## src/rtl/sas_pkg.sv

```systemverilog
package sas_pkg;
  localparam int SRC_W  = 5;
  localparam int SH_W   = 3;
  localparam int IW     = 32;
  localparam int N_STATE = 16;
  localparam int N_ARITH = 4;
  localparam int N_CONST = 8;
  localparam int ST_AW  = $clog2(N_STATE);
  localparam int AR_AW  = $clog2(N_ARITH);
  localparam int CS_AW  = $clog2(N_CONST);

  localparam logic [SRC_W-1:0] SRC_AR_BASE  = SRC_W'(N_STATE);
  localparam logic [SRC_W-1:0] SRC_AR_END   = SRC_W'(N_STATE + N_ARITH);
  localparam logic [SRC_W-1:0] SRC_INPUT    = SRC_W'(N_STATE + N_ARITH);
  localparam logic [SRC_W-1:0] SRC_CST_BASE = SRC_W'(24);

  typedef enum logic [1:0] {
    COND_ALWAYS   = 2'd0,
    COND_FLAG_SET = 2'd1,
    COND_FLAG_CLR = 2'd2,
    COND_NEVER    = 2'd3
  } cond_e;

  typedef struct packed {
    logic [2:0]       rsvd;
    logic             end_f;
    logic             slice_f;
    logic             set_flag;
    cond_e            cond;
    logic             out_en;
    logic [SRC_W-1:0] dst;
    logic             neg_b;
    logic [SH_W-1:0]  sh_b;
    logic [SRC_W-1:0] src_b;
    logic             neg_a;
    logic [SH_W-1:0]  sh_a;
    logic [SRC_W-1:0] src_a;
  } instr_t;
endpackage

```

## src/rtl/sas_regfile.sv

```systemverilog
module sas_regfile
  import sas_pkg::*;
#(
  parameter int DW  = 24,
  parameter int NRD = 2
) (
  input  logic                      clk_i,
  input  logic                      rst_ni,
  input  logic                      wr_en_i,
  input  logic [SRC_W-1:0]          wr_dst_i,
  input  logic [DW-1:0]             wr_data_i,
  input  logic                      cst_we_i,
  input  logic [CS_AW-1:0]          cst_addr_i,
  input  logic [DW-1:0]             cst_data_i,
  input  logic [DW-1:0]             sample_i,
  input  logic [NRD-1:0][SRC_W-1:0] rd_src_i,
  output logic [NRD-1:0][DW-1:0]    rd_data_o
);
  logic [DW-1:0] st_q [N_STATE];
  logic [DW-1:0] ar_q [N_ARITH];
  logic [DW-1:0] cs_q [N_CONST];

  always_ff @(posedge clk_i or negedge rst_ni) begin
    if (!rst_ni) begin
      for (int i = 0; i < N_STATE; i++) st_q[i] <= '0;
      for (int i = 0; i < N_ARITH; i++) ar_q[i] <= '0;
    end else if (wr_en_i) begin
      if (wr_dst_i < SRC_AR_BASE)
        st_q[wr_dst_i[ST_AW-1:0]] <= wr_data_i;
      else if (wr_dst_i < SRC_AR_END)
        ar_q[wr_dst_i[AR_AW-1:0]] <= wr_data_i;
    end
  end

  always_ff @(posedge clk_i or negedge rst_ni) begin
    if (!rst_ni) begin
      for (int i = 0; i < N_CONST; i++) cs_q[i] <= '0;
    end else if (cst_we_i) begin
      cs_q[cst_addr_i] <= cst_data_i;
    end
  end

  function automatic logic [DW-1:0] read_src(input logic [SRC_W-1:0] src);
    logic [DW-1:0] v;
    v = '0;
    if (src < SRC_AR_BASE)       v = st_q[src[ST_AW-1:0]];
    else if (src < SRC_AR_END)   v = ar_q[src[AR_AW-1:0]];
    else if (src == SRC_INPUT)   v = sample_i;
    else if (src >= SRC_CST_BASE) v = cs_q[src[CS_AW-1:0]];
    return v;
  endfunction

  for (genvar p = 0; p < NRD; p++) begin : g_rd
    assign rd_data_o[p] = read_src(rd_src_i[p]);
  end
endmodule

```

## src/rtl/sas_scale.sv

```systemverilog
module sas_scale
  import sas_pkg::*;
#(
  parameter int DW = 24
) (
  input  logic [DW-1:0]        op_i,
  input  logic [SH_W-1:0]      sh_i,
  input  logic                 neg_i,
  output logic signed [DW:0]   term_o
);
  logic signed [DW-1:0] shd;
  logic signed [DW:0]   ext;

  always_comb begin
    shd    = $signed(op_i) >>> sh_i;
    ext    = {shd[DW-1], shd};
    // one extra bit keeps -(-2^(DW-1)) exact
    term_o = neg_i ? -ext : ext;
  end
endmodule

```

## src/rtl/sas_sat_add.sv

```systemverilog
module sas_sat_add #(
  parameter int DW = 24
) (
  input  logic signed [DW:0]   a_i,
  input  logic signed [DW:0]   b_i,
  output logic [DW-1:0]        res_o
);
  localparam logic signed [DW+1:0] MAXV = {3'b000, {(DW-1){1'b1}}};
  localparam logic signed [DW+1:0] MINV = {3'b111, {(DW-1){1'b0}}};

  logic signed [DW+1:0] sum;

  always_comb begin
    sum = $signed({a_i[DW], a_i}) + $signed({b_i[DW], b_i});
    if (sum > MAXV)      res_o = MAXV[DW-1:0];
    else if (sum < MINV) res_o = MINV[DW-1:0];
    else                 res_o = sum[DW-1:0];
  end
endmodule

```

## src/rtl/sas_sequencer.sv

```systemverilog
module sas_sequencer #(
  parameter int AW = 5
) (
  input  logic          clk_i,
  input  logic          rst_ni,
  input  logic          start_i,
  input  logic [AW-1:0] start_addr_i,
  input  logic          end_i,
  input  logic          slice_i,
  output logic [AW-1:0] pc_o,
  output logic          busy_o,
  output logic          done_o,
  output logic          slice_o
);
  always_ff @(posedge clk_i or negedge rst_ni) begin
    if (!rst_ni) begin
      pc_o    <= '0;
      busy_o  <= 1'b0;
      done_o  <= 1'b0;
      slice_o <= 1'b0;
    end else begin
      done_o  <= 1'b0;
      slice_o <= 1'b0;
      if (busy_o) begin
        pc_o    <= pc_o + 1'b1;
        slice_o <= slice_i;
        if (end_i) begin
          busy_o <= 1'b0;
          done_o <= 1'b1;
        end
      end
      // a launch overrides the running sequence
      if (start_i) begin
        pc_o   <= start_addr_i;
        busy_o <= 1'b1;
      end
    end
  end
endmodule

```

## src/rtl/sas_filter_engine.sv

```systemverilog
module sas_filter_engine
  import sas_pkg::*;
#(
  parameter int DW         = 24,
  parameter int PROG_DEPTH = 32
) (
  input  logic                          clk_i,
  input  logic                          rst_ni,
  input  logic                          prog_we_i,
  input  logic [$clog2(PROG_DEPTH)-1:0] prog_addr_i,
  input  logic [IW-1:0]                 prog_data_i,
  input  logic                          cst_we_i,
  input  logic [CS_AW-1:0]              cst_addr_i,
  input  logic [DW-1:0]                 cst_data_i,
  input  logic                          start_i,
  input  logic [$clog2(PROG_DEPTH)-1:0] start_addr_i,
  input  logic [DW-1:0]                 sample_i,
  output logic [DW-1:0]                 sample_o,
  output logic                          sample_vld_o,
  output logic                          slice_o,
  output logic                          done_o,
  output logic                          busy_o
);
  localparam int AW = $clog2(PROG_DEPTH);
  localparam int NOP = 2;

  logic [IW-1:0] prog_q [PROG_DEPTH];
  logic [AW-1:0] pc;
  instr_t        ins;
  logic          flag_q;
  logic          cond_ok;
  logic          exec;
  logic [DW-1:0] result;

  logic [NOP-1:0][SRC_W-1:0] op_src;
  logic [NOP-1:0][SH_W-1:0]  op_sh;
  logic [NOP-1:0]            op_neg;
  logic [NOP-1:0][DW-1:0]    op_raw;
  logic signed [DW:0]        op_term [NOP];

  always_ff @(posedge clk_i) begin
    if (prog_we_i) prog_q[prog_addr_i] <= prog_data_i;
  end

  assign ins = instr_t'(prog_q[pc]);

  always_comb begin
    unique case (ins.cond)
      COND_ALWAYS:   cond_ok = 1'b1;
      COND_FLAG_SET: cond_ok = flag_q;
      COND_FLAG_CLR: cond_ok = !flag_q;
      default:       cond_ok = 1'b0;
    endcase
  end

  assign exec = busy_o && cond_ok;

  assign op_src = {ins.src_b, ins.src_a};
  assign op_sh  = {ins.sh_b,  ins.sh_a};
  assign op_neg = {ins.neg_b, ins.neg_a};

  sas_sequencer #(.AW(AW)) i_seq (
    .clk_i       (clk_i),
    .rst_ni      (rst_ni),
    .start_i     (start_i),
    .start_addr_i(start_addr_i),
    .end_i       (ins.end_f),
    .slice_i     (ins.slice_f),
    .pc_o        (pc),
    .busy_o      (busy_o),
    .done_o      (done_o),
    .slice_o     (slice_o)
  );

  sas_regfile #(.DW(DW), .NRD(NOP)) i_rf (
    .clk_i     (clk_i),
    .rst_ni    (rst_ni),
    .wr_en_i   (exec),
    .wr_dst_i  (ins.dst),
    .wr_data_i (result),
    .cst_we_i  (cst_we_i),
    .cst_addr_i(cst_addr_i),
    .cst_data_i(cst_data_i),
    .sample_i  (sample_i),
    .rd_src_i  (op_src),
    .rd_data_o (op_raw)
  );

  for (genvar k = 0; k < NOP; k++) begin : g_op
    sas_scale #(.DW(DW)) i_scale (
      .op_i  (op_raw[k]),
      .sh_i  (op_sh[k]),
      .neg_i (op_neg[k]),
      .term_o(op_term[k])
    );
  end

  sas_sat_add #(.DW(DW)) i_add (
    .a_i  (op_term[0]),
    .b_i  (op_term[1]),
    .res_o(result)
  );

  always_ff @(posedge clk_i or negedge rst_ni) begin
    if (!rst_ni) begin
      flag_q       <= 1'b0;
      sample_o     <= '0;
      sample_vld_o <= 1'b0;
    end else begin
      sample_vld_o <= exec && ins.out_en;
      if (exec && ins.out_en) sample_o <= result;
      if (exec && ins.set_flag) flag_q <= result[DW-1];
    end
  end
endmodule

```

## config.mk

```make
export PLATFORM = sky130hd
export DESIGN_NAME = sas_filter_engine
export DESIGN_NICKNAME = d
export VERILOG_FILES = /design/src/rtl/sas_pkg.sv /design/src/rtl/sas_regfile.sv /design/src/rtl/sas_scale.sv /design/src/rtl/sas_sat_add.sv /design/src/rtl/sas_sequencer.sv /design/src/rtl/sas_filter_engine.sv
export SDC_FILE = /design/constraint.sdc
export NUM_CORES = 2
export LEC_CHECK = 0
export ABC_AREA = 0
export BUFFER_PORTS_ARGS = -buffer_cell sky130_fd_sc_hd__buf_2
export CORE_MARGIN = 3
export CORE_UTILIZATION = 36
export DETAILED_ROUTE_END_ITERATION = 8
export GPL_TIMING_DRIVEN = 0
export PLACE_DENSITY = 0.6
export SYNTH_ARGS = -nofsm -noshare
export SYNTH_HDL_FRONTEND = slang
export SYNTH_SLANG_ARGS = --single-unit
export TNS_END_PERCENT = 50
```

## constraint.sdc

```tcl
create_clock -name clk_i -period 14.69 [get_ports clk_i]
set_input_delay 3.6725 -clock clk_i [delete_from_list [all_inputs] [get_ports clk_i]]
set_output_delay 3.6725 -clock clk_i [all_outputs]
set_load 0.02 [all_outputs]
```

## Word-level counts from Yosys, hierarchy flattened

Memories as Yosys holds them, arrays and structs flattened.
Index checks and enable logic that the tools add are counted.

| word-level totals | value |
|---|---|
| register bits | 706 |
| bits in latches | 0 |
| bits in writable memories | 1024 |
| bits in read-only memories | 0 |
| input bits | 98 |
| output and inout port bits | 28 |
| word-level logic and storage cells | 139 |
| memories kept | 1 |

Memory list:

| memory | words | bits a word | read ports | clocked after Yosys merged registers in | write ports | line | RTL |
|---|---|---|---|---|---|---|---|
| prog_q | 32 | 32 | 1 | 0 | 1 | sas_filter_engine.sv:27 | `logic [IW-1:0] prog_q [PROG_DEPTH];` |

| cells by class | value |
|---|---|
| $add $sub $neg | 4 |
| multiply operators | 0 |
| div/mod/pow operators | 0 |
| order comparisons | 22 |
| equal/unequal tests | 4 |
| shift operators | 2 |
| multiplexer cells | 50 |
| bitwise operators | 10 |
| reductions and logical operators | 11 |

Operators by type and width:

| kind | number |
|---|---|
| 24-bit two-way mux | 25 |
| 384-bit bitwise mux | 1 |
| 24-bit binary-select mux with 4-bit select | 2 |
| 192-bit bitwise mux | 1 |
| 24-bit binary-select mux with 3-bit select | 2 |
| 24-bit binary-select mux with 2-bit select | 2 |
| 96-bit bitwise mux | 1 |
| 24-bit demux with 4-bit select | 1 |
| 24-bit demux with 3-bit select | 1 |
| 25-bit two-way mux | 2 |
| 24-bit negator with 25-bit output | 2 |
| 24-bit demux with 2-bit select | 1 |
| 24-bit by 3-bit >>> shifter with 24-bit output | 2 |
| 5-bit < comparator (second input constant) | 6 |
| 25-bit by 25-bit adder with 26-bit output | 1 |
| 26-bit by 24-bit > comparator with 1-bit output (second input constant) | 1 |
| 26-bit by 24-bit < comparator with 1-bit output (second input constant) | 1 |
| 5-bit >= comparator (second input constant) | 5 |
| 4-bit inverter with 5-bit output | 3 |
| 4-bit >= comparator (second input constant) | 3 |
| 3-bit inverter with 4-bit output | 3 |
| 5-bit == test (second input constant) | 2 |
| 5-bit two-way mux | 2 |
| 3-bit >= comparator (second input constant) | 3 |
| other kinds (16) | 30 |

## Logic depth before layout (Yosys ltp)

An unclocked memory read counts as a cell.

| logic depth | value |
|---|---|
| word-level depth | 17 |
| gate-level depth with buffers | 45 |
| mapped depth without buffers | 33 |

## Modules after synthesis

Synthesis repeated with hierarchy kept, for this count alone.

| unflattened totals | value |
|---|---|
| cells, all modules | 4855 |
| area total of the unflattened synthesis | 78741.8 um2 |

By module, submodules not included:

| module | times used | cells an instance | area each (um2) | seq. area each (um2) |
|---|---|---|---|---|
| sas_regfile | 1 | 2783 | 37079.3 | 16816.1 |
| sas_filter_engine | 1 | 1440 | 36398.7 | 28517.4 |
| sas_scale | 2 | 194 | 1695.4 | 0.0 |
| sas_sat_add | 1 | 212 | 1502.7 | 0.0 |
| sas_sequencer | 1 | 32 | 370.4 | 200.2 |

## Worst setup path before layout

OpenSTA, ideal clock, no wires.

| timing path | value |
|---|---|
| path type | input to register |
| start | input port sample_i[7] |
| end | register i_rf.st_q[122] (netlist bit) |
| setup time | 0.125 ns |
| arrival time | 9.526 ns |
| data required time | 14.565 ns |
| setup slack | 5.039 ns |
| cell stages on the path | 29 |
| buffers on the path | 2 |
| path through | a22oi_1 > o22ai_1 > a2111oi_0 > a21oi_1 > o211ai_1 > o211ai_1 > o22ai_1 > or2_2 > ha_1 > nor2_1 > xnor2_1 > ha_1 > nor2b_1 > o21a_1 > o21a_1 > o21ai_1 > o211a_1 > nor3_1 > a2111oi_0 > o31ai_1 > a31o_2 > and4b_1 > nor3_1 > o21ai_1 > clkbuf_1 > nand2_1 > nand2_1 > clkbuf_1 > mux2_2 |

| between the ends | value |
|---|---|
| longest elaborated chain between the ends | 11 |
| elaborated cells on any way between the ends | 18 |
| classes of those cells | add/sub: 3; order compare: 2; shift: 2; mux: 11 |

RTL lines:

| element | line | RTL |
|---|---|---|
| from (decl) | sas_filter_engine.sv:17 | `input logic [DW-1:0] sample_i,` |
| 24-bit two-way mux | sas_regfile.sv:48 | `else if (src == SRC_INPUT) v = sample_i;` |
| 24-bit two-way mux | sas_regfile.sv:47 | `else if (src < SRC_AR_END) v = ar_q[src[AR_AW-1:0]];` |
| 24-bit two-way mux | sas_regfile.sv:46 | `if (src < SRC_AR_BASE) v = st_q[src[ST_AW-1:0]];` |
| 24-bit by 3-bit >>> shifter with 24-bit output | sas_scale.sv:15 | `shd = $signed(op_i) >>> sh_i;` |
| 24-bit negator with 25-bit output | sas_scale.sv:18 | `term_o = neg_i ? -ext : ext;` |
| 25-bit two-way mux | sas_scale.sv:18 |  |
| 25-bit by 25-bit adder with 26-bit output (*) | sas_sat_add.sv:14 | `sum = $signed({a_i[DW], a_i}) + $signed({b_i[DW], b_i});` |
| 26-bit by 24-bit < comparator with 1-bit output | sas_sat_add.sv:16 | `else if (sum < MINV) res_o = MINV[DW-1:0];` |
| 24-bit two-way mux | sas_sat_add.sv:16 |  |
| 24-bit two-way mux (*) | sas_sat_add.sv:15 | `if (sum > MAXV) res_o = MAXV[DW-1:0];` |
| 384-bit bitwise mux (*) | sas_regfile.sv:29 | `st_q[wr_dst_i[ST_AW-1:0]] <= wr_data_i;` |
| to (signal, indexed assignment) | sas_regfile.sv:29 |  |
| to (decl) | sas_regfile.sv:19 | `logic [DW-1:0] st_q [N_STATE];` |

Mark *: on every way between the ends. The rest lies on a longest branch, timed or not.
A chain may end at the register's enable or synchronous reset.

## Worst setup path in the final report

| timing path | value |
|---|---|
| start | register i_seq.pc_o[0] |
| end | register i_rf.st_q[151] (netlist bit) |

| between the ends | value |
|---|---|
| longest elaborated chain between the ends | 17 |
| elaborated cells on any way between the ends | 66 |
| classes of those cells | add/sub: 3; order compare: 11; eq/ne: 4; shift: 2; mux: 34; bitwise: 7; reduce/logical: 4; memory: 1 |

RTL lines:

| element | line | RTL |
|---|---|---|
| from (decl) | sas_sequencer.sv:10 | `output logic [AW-1:0] pc_o,` |
| from (signal assigned) | sas_sequencer.sv:25 | `pc_o <= pc_o + 1'b1;` |
| from (signal assigned) | sas_sequencer.sv:34 | `pc_o <= start_addr_i;` |
| memory read 32 x 32 bit (*) | - |  |
| 3-bit inverter with 4-bit output (implied by the code) | sas_regfile.sv:49 | `else if (src >= SRC_CST_BASE) v = cs_q[src[CS_AW-1:0]];` |
| 24-bit binary-select mux with 3-bit select | sas_regfile.sv:49 |  |
| 24-bit two-way mux (implied by the code) (2 in series) | sas_regfile.sv:49 |  |
| 24-bit two-way mux | sas_regfile.sv:49 |  |
| 24-bit two-way mux | sas_regfile.sv:48 |  |
| 24-bit two-way mux | sas_regfile.sv:47 |  |
| 24-bit two-way mux | sas_regfile.sv:46 |  |
| 24-bit by 3-bit >>> shifter with 24-bit output | sas_scale.sv:15 |  |
| 24-bit negator with 25-bit output | sas_scale.sv:18 |  |
| 25-bit two-way mux | sas_scale.sv:18 |  |
| 25-bit by 25-bit adder with 26-bit output | sas_sat_add.sv:14 |  |
| 26-bit by 24-bit < comparator with 1-bit output | sas_sat_add.sv:16 |  |
| 24-bit two-way mux | sas_sat_add.sv:16 |  |
| 24-bit two-way mux | sas_sat_add.sv:15 |  |
| 384-bit bitwise mux | sas_regfile.sv:29 |  |

Mark *: on every way between the ends. The rest lies on a longest branch, timed or not. The select of a mux whose other input is x is not followed.

==> metrics.txt <==
run status finished with violations; violated checks max-capacitance violations, max-slew violations, negative setup slack; detailed-router iteration count before antenna repair 8; pre-CTS setup slack -1.32 ns; cell with the largest stage delay on the worst path sky130_fd_sc_hd__clkdlybuf4s15_1; quantity of hold-fixing buffers added after cts 0; H-tree depth 4; Hold Path Stages 2; post-CTS clock slew at the launch and capture registers of the worst setup and hold paths 0.06 ns; kind of launch point of the worst setup path flip-flop; post-synthesis sequential area ratio 0.572; via count of the first global-routing pass 60900; placement row count 172; unrepaired setup endpoints after global routing false; crit path setup slack, layout -0.0125 ns; number of buffers inserted during clock tree synthesis 179; core footprint 220000 um^2; overflow left after global routing 0; minimum clock period after layout 14.70 ns; net count after synthesis 6324; number of placed instances with taps included 9369; average wire per cell in the routed design 45.6 um; DRC violations left 0; post-synthesis instance area 79600 um^2; Final Hold Viols 0; Required @ worst endpoint 15.38 ns; clock tree from TritonCTS yes; cell types with the largest area share after synthesis sky130_fd_sc_hd__edfxtp_1 (35%), sky130_fd_sc_hd__dfrtp_1 (22%), sky130_fd_sc_hd__mux4_2 (8.3%), sky130_fd_sc_hd__mux2i_1 (5.0%), sky130_fd_sc_hd__mux2_2 (4.9%); WP data arrival 15.40 ns; count of flip-flops with a built-in enable after synthesis 928; Register-to-Register Path Depth 38; clock latency of the later-clocked register in the worst-skew pair 0.89 ns; overall routing resource usage 0.383; upper clock frequency limit 68.0 MHz; post-synthesis register bit count 1634; die outline height 476 um; maximum number of pins on one net before global-route repair 111; fraction of synthesized cell area taken by the top area cell type 0.350; share of the cycle needed by the critical path after routing 1.00; starting DRC count in detailed routing 10800; Die Footprint 227000 um^2; sequential cell area 45500 um^2; via count normalized by instance count 6.57; Max transition margin -0.136; antenna violations before repair 69; Finished Layout Cells 9744; Synth async-reset ratio 0.432; Critical Path Fanout Max 10; growth of design area from synthesis to finish 16.2%; setup violators final 1; cell count after synthesis 6197; number of library cell types mapped by synthesis 115; Synth top cells by count sky130_fd_sc_hd__edfxtp_1 (928), sky130_fd_sc_hd__nand2_1 (710), sky130_fd_sc_hd__dfrtp_1 (706); Port Buffer Count 118; cell at the root of the clock tree sky130_fd_sc_hd__clkbuf_16; Final HPWL DP 322000 um; gpl congestion 1.09; cell type with the highest aggregate area in the netlist sky130_fd_sc_hd__edfxtp_1; dominant register cell in the synthesized netlist sky130_fd_sc_hd__edfxtp_1; Syn Area/Cell 12.8 um^2; Worst Tran Pin Value 1.70 ns; buffers from clock root to sink, at most 3; fraction of final layout cells with drive strength greater than 1 0.228; Antenna Nets Post-Route 0; most used standard cell by instance count after synthesis sky130_fd_sc_hd__edfxtp_1; Final #Nets 6730; clock sink count 1634; effective utilization at floorplan 0.362; Multi-input gate area 31800 um^2; Synth Warn # 0; Worst Hold Class reg -> reg; delay of the slowest critical-path stage 1.17 ns; critical path class reg -> reg; final std cell area, no fill 92500 um^2; Max-cap violations 22; first-pass GRT wire length 582000 um; overall die width 476 um; Cell Area, Placed 86200 um^2; clock skew after layout 0.0691 ns; crit path capture type flip-flop; top-level port count 126; pins over their slew limit 167; detailed-route via count 64000; total of fill cells in the finished design 20500; routed wire length 445000 um
registers in the layout, summed over array words and instances (netlist names):
register / flops
flag_q: 1
i_rf.ar_q: 96
i_rf.cs_q: 192
i_rf.st_q: 384
i_seq.busy_o: 1
i_seq.done_o: 1
i_seq.pc_o: 5
i_seq.slice_o: 1
prog_q: 928
sample_o: 24
sample_vld_o: 1
critical path, delay by kind of cell, from the launching register on:
family / cells / cell delay [ns]
AO/OA/AOI/OAI: 15 / 5.42
XOR/XNOR: 1 / 0.15
adder cells (fa/ha/maj): 2 / 0.52
buffers and inverters: 11 / 4.79
flip-flops: 1 / 0.57
AND/OR/NAND/NOR: 9 / 2.94
cells in the final DEF, fill, tap and decap left out, types with 217 or more instances in the layout:
cell / n
sky130_fd_sc_hd__mux2_2: 345
sky130_fd_sc_hd__dfrtp_1: 706
sky130_fd_sc_hd__edfxtp_1: 928
sky130_fd_sc_hd__a21oi_1: 217
sky130_fd_sc_hd__nand2_1: 708
sky130_fd_sc_hd__clkbuf_1: 240
sky130_fd_sc_hd__mux4_2: 293
sky130_fd_sc_hd__mux2i_1: 396
sky130_fd_sc_hd__buf_2: 239
sky130_fd_sc_hd__o21ai_0: 492
sky130_fd_sc_hd__nor2_1: 228
final timing paths:
kind	end	slack (ns)	startpoint
min in group asynchronous	i_rf.cs_q[150]	2.81	rst_ni
max in group asynchronous	i_rf.st_q[277]	10.13	rst_ni
worst min register to register	i_rf.st_q[303]	0.51	i_rf.st_q[303]
worst max register to register	i_rf.st_q[151]	-0.01	i_seq.pc_o[0]
worst min-delay path	i_rf.st_q[303]	0.51	i_rf.st_q[303]
worst max-delay path	i_rf.st_q[151]	-0.01	i_seq.pc_o[0]
routing by layer:
metal / routed length, um / track usage
met5: 260 / 0.00504
met4: 37900 / 0.265
met3: 45700 / 0.111
met2: 191000 / 0.564
met1: 169000 / 0.485
cell families (layout without fill, tap and decap cells):
logic type | after synthesis | in the layout | share of synthesized area
DFF | 1634 | 1634 | 0.572
AOI/OAI and AO/OA | 1446 | 1446 | 0.118
and+or+nand+nor | 1405 | 1405 | 0.0787
muxes | 1047 | 1047 | 0.184
buffers and inverters | 570 | 1119 | 0.0354
xor gates and xnor gates | 66 | 66 | 0.00726
adders and majority gates | 29 | 29 | 0.00465
other | 0 | 40 | 0
area by class of cell:
cell class | instances | area share
buffer | 474 | 0.0274
timing repair buffer | 227 | 0.0280
clock buffer | 252 | 0.0541
clock inverter | 72 | 0.00998
multi-input combinational | 3993 | 0.343
antenna | 40 | 0.00108
inverter | 94 | 0.00381
tap | 2958 | 0.0400
sequential | 1634 | 0.492
stage by stage:
step                      hold WS, ns  setup TNS (ns)  utilization
final                           0.507         -0.0125        0.421
after global placement          0.465        -5074.54        0.382
after detailed placement        0.477          -72.46        0.393
after global routing            0.525               0        0.421
after floorplan                 0.450               0            -
after CTS                       0.491               0        0.420
timing repair:
item,in CTS,in global routing
setup buffers,1,8
endpoints found under the hold margin,0,0
pin swaps,1,3
endpoints found under the setup margin,242,365
gates resized for setup,5,43
Power is not shown: default switching activity piles up to over one toggle a cycle in this logic, so the estimate is an artifact.
